`config.mk`:
```
export PLATFORM = sky130hd
export DESIGN_NAME = tsi_switch
export DESIGN_NICKNAME = d
export VERILOG_FILES = /design/src/rtl/tsi_switch.sv
export SDC_FILE = /design/constraint.sdc
export NUM_CORES = 2
export LEC_CHECK = 0
export BUFFER_PORTS_ARGS = -buffer_cell sky130_fd_sc_hd__buf_2
export CAP_MARGIN = 20
export CORE_ASPECT_RATIO = 1.5
export CORE_MARGIN = 2
export CORE_UTILIZATION = 29
export DETAILED_ROUTE_END_ITERATION = 10
export GPL_TIMING_DRIVEN = 0
export PLACE_DENSITY = 0.41
export SETUP_SLACK_MARGIN = 0.05
export SYNTH_ARGS = -nofsm -noshare
export SYNTH_HDL_FRONTEND = slang
export SYNTH_SLANG_ARGS = --single-unit
```
`constraint.sdc`:
```
create_clock -name clk -period 18.75 [get_ports clk]
set_input_delay 0.9375 -clock clk [delete_from_list [all_inputs] [get_ports clk]]
set_output_delay 0.9375 -clock clk [all_outputs]
set_load 0.05 [all_outputs]
```
`src/rtl/tsi_switch.sv`:
```
module tsi_switch #(
  parameter int SLOTS = 32,
  parameter int DW    = 8,
  localparam int SW   = (SLOTS > 1) ? $clog2(SLOTS) : 1
) (
  input  logic          clk,
  input  logic          rst_n,
  input  logic          frame_sync,
  input  logic [DW-1:0] in_data,
  output logic [DW-1:0] out_data,
  output logic          out_en,
  input  logic          cm_wr,
  input  logic [SW-1:0] cm_slot,
  input  logic [SW-1:0] cm_src,
  input  logic          cm_msg,
  input  logic          cm_oe,
  input  logic [DW-1:0] cm_byte,
  input  logic          mon_rd,
  input  logic [SW-1:0] mon_slot,
  output logic [DW-1:0] mon_data
);

  localparam logic [SW-1:0] LAST = SW'(SLOTS - 1);

  logic [DW-1:0] mem [2][SLOTS];

  logic [SW-1:0] sh_src  [SLOTS];
  logic          sh_msg  [SLOTS];
  logic          sh_oe   [SLOTS];
  logic [DW-1:0] sh_byte [SLOTS];
  logic [SW-1:0] act_src  [SLOTS];
  logic          act_msg  [SLOTS];
  logic          act_oe   [SLOTS];
  logic [DW-1:0] act_byte [SLOTS];

  logic [SW-1:0] slot_q, cur_slot;
  logic          bank_q, wr_bank, rd_bank, boundary;
  logic [SW-1:0] e_src;
  logic          e_msg, e_oe;
  logic [DW-1:0] e_byte;

  assign cur_slot = frame_sync ? '0 : ((slot_q == LAST) ? '0 : slot_q + 1'b1);
  assign boundary = (cur_slot == '0);
  assign wr_bank  = boundary ? ~bank_q : bank_q;
  assign rd_bank  = ~wr_bank;

  assign e_src  = boundary ? sh_src[cur_slot]  : act_src[cur_slot];
  assign e_msg  = boundary ? sh_msg[cur_slot]  : act_msg[cur_slot];
  assign e_oe   = boundary ? sh_oe[cur_slot]   : act_oe[cur_slot];
  assign e_byte = boundary ? sh_byte[cur_slot] : act_byte[cur_slot];

  always_ff @(posedge clk) begin
    if (!rst_n) begin
      slot_q   <= LAST;
      bank_q   <= 1'b0;
      out_data <= '0;
      out_en   <= 1'b0;
      mon_data <= '0;
      for (int b = 0; b < 2; b++)
        for (int i = 0; i < SLOTS; i++) mem[b][i] <= '0;
      for (int i = 0; i < SLOTS; i++) begin
        sh_src[i]  <= '0; sh_msg[i]  <= 1'b0; sh_oe[i]  <= 1'b0; sh_byte[i]  <= '0;
        act_src[i] <= '0; act_msg[i] <= 1'b0; act_oe[i] <= 1'b0; act_byte[i] <= '0;
      end
    end else begin
      slot_q <= cur_slot;
      bank_q <= wr_bank;
      mem[wr_bank][cur_slot] <= in_data;
      if (boundary) begin
        for (int i = 0; i < SLOTS; i++) begin
          act_src[i]  <= sh_src[i];
          act_msg[i]  <= sh_msg[i];
          act_oe[i]   <= sh_oe[i];
          act_byte[i] <= sh_byte[i];
        end
      end
      if (cm_wr) begin
        sh_src[cm_slot]  <= cm_src;
        sh_msg[cm_slot]  <= cm_msg;
        sh_oe[cm_slot]   <= cm_oe;
        sh_byte[cm_slot] <= cm_byte;
      end
      out_en   <= e_oe;
      out_data <= !e_oe ? '0 : (e_msg ? e_byte : mem[rd_bank][e_src]);
      if (mon_rd) mon_data <= mem[rd_bank][mon_slot];
    end
  end


  sync_zero_chk: assert property (@(posedge clk) disable iff (!rst_n)
    frame_sync |=> (slot_q == '0));


  slot_range_chk: assert property (@(posedge clk) disable iff (!rst_n)
    slot_q <= LAST);


  bank_swap_chk: assert property (@(posedge clk) disable iff (!rst_n)
    frame_sync |=> (bank_q != $past(bank_q)));


  quiet_off_chk: assert property (@(posedge clk) disable iff (!rst_n)
    !out_en |-> (out_data == '0));


  mon_hold_chk: assert property (@(posedge clk) disable iff (!rst_n)
    !mon_rd |=> $stable(mon_data));

endmodule

```
Yosys cells after proc, flatten, opt, wreduce, memory -nomap -nowiden
Memory sizes are Yosys's and may differ from the RTL's.
Cells that the tools add are included.
{"block": "classes", "n_bitwise": 133, "reduce_logical": 8, "n_addsub": 1, "muxes": 167, "n_lt_le_gt_ge": 4, "eq_ne": 1}
{"operator": "two-way mux 256 bit", "count": 3}
{"operator": "two-way mux 8 bit", "count": 40}
{"operator": "OR reduction 256 bit", "count": 1}
{"operator": "two-way mux 5 bit", "count": 40}
{"operator": "OR 1 bit", "count": 128}
{"operator": "two-way mux 1 bit", "count": 81}
{"operator": "binary-select mux 8 bit (select 5 bit)", "count": 2}
{"operator": "demux 8 bit (select 5 bit)", "count": 1}
{"operator": ">= comparator 6 bit, second input constant", "count": 3}
{"operator": "NOT 5 -> 6 bit", "count": 3}
{"operator": "OR reduction 8 bit", "count": 1}
{"operator": "less-than comparator 6 x 1 -> 1 bit, second input constant", "count": 1}
{"operator": "adder 5 x 1 -> 5 bit, second input constant", "count": 1}
{"operator": "equality test 5 bit, second input constant", "count": 1}
{"operator": "zero test 5 bit", "count": 1}
{"operator": "OR reduction 5 bit", "count": 1}
{"operator": "NOT 1 bit", "count": 2}
{"operator": "AND reduction 2 bit", "count": 1}
{"operator": "OR reduction 1 bit", "count": 2}
{"operator": "logical AND 1 bit", "count": 1}
{"block": "totals", "mem_count": 9, "output_inout_bits": 17, "ramBits": 1472, "register_bits": 23}
{"name": "mem", "words": 2, "word_bits": 256, "rd": 1, "rd_ports_with_merged_regs": 0, "write_ports": 2, "line_no": "25", "text": "logic [DW-1:0] mem [2][SLOTS];"}
{"name": "act_byte", "words": 32, "word_bits": 8, "rd": 1, "rd_ports_with_merged_regs": 0, "write_ports": 32, "line_no": "34", "text": "logic [DW-1:0] act_byte [SLOTS];"}
{"name": "sh_byte", "words": 32, "word_bits": 8, "rd": 33, "rd_ports_with_merged_regs": 0, "write_ports": 32, "line_no": "30", "text": "logic [DW-1:0] sh_byte [SLOTS];"}
{"name": "act_src", "words": 32, "word_bits": 5, "rd": 1, "rd_ports_with_merged_regs": 0, "write_ports": 32, "line_no": "31", "text": "logic [SW-1:0] act_src [SLOTS];"}
{"name": "sh_src", "words": 32, "word_bits": 5, "rd": 33, "rd_ports_with_merged_regs": 0, "write_ports": 32, "line_no": "27", "text": "logic [SW-1:0] sh_src [SLOTS];"}
{"name": "act_msg", "words": 32, "word_bits": 1, "rd": 1, "rd_ports_with_merged_regs": 0, "write_ports": 32, "line_no": "32", "text": "logic act_msg [SLOTS];"}
{"name": "3 more memories"}

Depth between registers and ports, before layout
{"block": "depth", "ltp_word": 11, "ltp_mapped": 18, "mapped_depth_nobuf": 13}

Worst setup path before layout
Ideal clock, no wire load.
{"block": "synth_path", "kind": "flip-flop to flip-flop", "from": "reg slot_q[0]", "to": "mem act_byte[10][0], enable pin", "t_required_ns": 15.636, "stages_incl_launch_ff": 11, "t_arrival_ns": 9.387, "setup_slack_ns": 6.249, "period_less_slack_ns": 12.501, "n_path_buf": 3, "path_cell_list": "dfxtp_1 -> ha_1 -> and3_1 -> ha_1 -> or2_1 -> clkbuf_1 -> o21ai_2 -> or3_1 -> clkbuf_1 -> clkbuf_1 -> nand2_1"}
{"element": "start: declaration", "line_no": "36", "text": "logic [SW-1:0] slot_q, cur_slot;"}
{"element": "start signal: assignment", "line_no": "66", "text": "slot_q <= cur_slot;"}
{"element": "end: declaration", "line_no": "34"}

==> results_dict.tcl <==
set metrics [dict create \
    status "complete, no violations" \
    vias_per_cell 5.40 \
    start_kind "flip-flop" \
    critPathKind "reg -> reg" \
    max_stage_delay_ns 0.90 \
    rows 216 \
    cts_root_buffer "clkbuf_16" \
    chipHeight_um 593 \
    p_total_mw 9.55 \
    synth_area_per_cell_um2 14.2 \
    place_congestion 0.971 \
    nets 5135 \
    min_path_type "reg -> reg" \
    drcViolationCount 0 \
    fillCellCount 22600 \
    cts.path.max_buffers 4 \
    arrival_ns 9.51 \
    synth_top_flop_cell "edfxtp_1" \
    final_hold_viol_count 0 \
    async_flop_share_pct 0 \
    fin_crit_sh_pct 47.8 \
    ys_types 74 \
    first_pass_iters 8 \
    wl_per_cell_um 37.5 \
    final_layout_size_suffix_gt1_share_pct 17.6 \
    fin_cells 8292 \
    rsz0062_at_grt "false" \
    finalSetupViolCount 0 \
    synth_top_area_share_pct 60.9 \
    area_growth_pct 16.9 \
    antenna_found_initial 22 \
    grt_pass1_wl_um 409000 \
    drt_first_iter_violations 4458 \
    ys.warnings.count 0 \
    required_ns 19.30 \
    seqCellArea_um2 43300 \
    grt_max_degree 64 \
    die-area_um2 235000 \
    ir_drop_v 0.0000745 \
    cts_tree "done" \
    cts_num_sinks 1481 \
    p_leak_nw 28.0 \
    num_vias 44700 \
    ctsResizeCount 0 \
    place_area_um2 73300 \
    powerDensity_nw_per_um2 122 \
    multi_input_area_um2 22300 \
    syn-cell-area_um2 67100 \
    clock_skew_ns 0.0641 \
    synth_edf_count 1361 \
    cp_max_fo 10 \
    tightest_slew_ns 1.35 \
    dp.cells 7970 \
    die_w_um 397 \
    cp-end-kind "flip-flop" \
    synth_common_cells "edfxtp_1 (1361), and2_1 (891), clkbuf_1 (329), mux4_2 (265), and3_1 (244)" \
    grtUsageTotal_pct 26.0 \
    grt_pass1_vias 45400 \
    wirelength_um 311000 \
    start_util_pct 29.1 \
    cts.clk_slew.worst_paths_ns 0.06 \
    core_area_um2 231000 \
    crit_top_cell "clkbuf_1" \
    holdBufCountCts 0 \
    cap_viol_max_count 0 \
    maxSlewViolCount 0 \
    ys_seq_area_share_pct 64.5 \
    htreeDepth 4 \
    synth_most_common_cell "edfxtp_1" \
    clock_latency_ns 0.85 \
    cts_buffers 172 \
    fin_area_um2 78500 \
    fin_util_pct 34.0 \
    slew_headroom_pct 9.73 \
    netlist_instances 4718 \
    cts_setup_buffers 0 \
    ant_nets 0 \
    ios 55 \
    fmax_mhz 112 \
    globalRouteOverflowTotal 0 \
    cp_slowest_cell "buf_1" \
    ys_ff_latch 1481 \
    yosysTopAreaCell "edfxtp_1" \
    synth_fp_nets 4758 \
    yosys-top-cells-area "edfxtp_1 (61%), mux4_2 (8.9%), and2_1 (8.3%), dfxtp_1 (3.6%), and3_1 (2.3%)" \
    finalCriticalPeriod_ns 8.96 \
    worstPathCellList "ha_1 > and3_1 > ha_1 > clkbuf_1 > nor2_1 > clkbuf_1 > buf_1 > clkbuf_1 > clkbuf_1 > buf_1 > nand2_1 > nand3_1 > clkbuf_1 > nor2_1 > and2_1" \
    port_buffers 50 \
    hpwl_um 236000 \
]
==> worst paths after layout <==
check                                     startpoint                       end  slack, ns  cells past startpoint
worst max register to register  slot_q[0]$_SDFF_PN1_  mem[0][63]$_SDFFCE_PN0P_       9.79                     15
worst max-delay path            slot_q[0]$_SDFF_PN1_  mem[0][63]$_SDFFCE_PN0P_       9.79                     15
worst min register to register      sh_oe[5]$_DFF_P_         act_oe[5]$_DFF_P_       0.43                      2
worst min-delay path                sh_oe[5]$_DFF_P_         act_oe[5]$_DFF_P_       0.43                      2
==> metal layers <==
layer | vias to the layer above | GRT usage (%) | wire length (um)
met3 | 860 | 4.32 | 18600
met4 | 6 | 20.7 | 29700
met1 | 23000 | 26.5 | 102000
met2 | 2239 | 47.1 | 160000
met5 | - | 0 | 42
li1 | 18700 | - | -
==> cell families after synthesis <==
group | count (synthesis) | synth area share (%)
and+or+nand+nor | 1669 | 14.2
xor gates and xnor gates | 6 | 0.0783
muxes | 501 | 12.6
DFF | 1481 | 64.5
adders and majority gates | 2 | 0.0373
AOI/OAI and AO/OA | 626 | 6.13
buffers and inverters | 433 | 2.56
==> report_power, final <==
| group | total (mW) | leakage, nW | switching, mW | internal [mW] |
|---|---|---|---|---|
| Combinational | 2.31 | 10.7 | 1.59 | 0.719 |
| Clock | 3.23 | 2.52 | 1.43 | 1.80 |
| Sequential | 4.01 | 14.8 | 0.118 | 3.89 |
==> critical path, delay by kind of cell (launching register included) <==
kind                       cells  cell delay (ns)
and+or+nand+nor                6             2.52
DFF                            1             0.32
adders and majority gates      2             0.55
buffers and inverters          7             5.22
==> final cells by class <==
type	count	area share, %
Antenna cell	15	0.0478
Buffer	417	2.12
Clock buffer	215	5.75
Clock inverter	89	0.794
Inverter	16	0.0765
Multi-Input combinational cell	2804	28.4
Sequential cell	1481	55.1
Tap cell	3052	4.87
Timing Repair Buffer	203	2.76
==> metrics by stage <==
stage / hold WS [ns] / TNS, ns / setup WS (ns)
finish: 0.434 / 0 / 9.79
global route: 0.472 / 0 / 10.06
CTS: 0.440 / 0 / 10.20
detailed placement: 0.453 / 0 / 10.20
global placement: 0.447 / -1645.36 / -3.84
floorplan: 0.431 / 0 / 6.25
==> registers in the layout, indices dropped and copies added (netlist names), 5 cells and up <==
| register | cells |
|---|---|
| act_msg | 31 |
| sh_oe | 32 |
| sh_byte | 256 |
| act_byte | 248 |
| mon_data | 8 |
| out_data | 8 |
| sh_src | 160 |
| act_oe | 32 |
| sh_msg | 32 |
| slot_q | 5 |
| act_src | 155 |
| mem | 512 |
==> placed cells by master (no fill, tap or decap), drive strengths merged, types with 15 or more instances in the layout <==
cell    netlist  final
and2        891    891
dfxtp       120    120
nor3         29     29
or3          29     29
a221oi       41     41
o221ai       26     26
a211oi       45     45
nand3        39     39
mux4        265    265
a22oi        35     35
clkinv        0     70
and3        244    244
edfxtp     1361   1361
inv          16     22
nor2        137    137
mux2         90     90
o22ai        70     70
nand2       226    226
a21oi        74     74
clkbuf      329    544
diode         0     15
nand2b       17     17
a21boi       33     33
o21ai       206    206
buf          88    290
mux2i       146    146
Power figures use the tool's default switching activity.
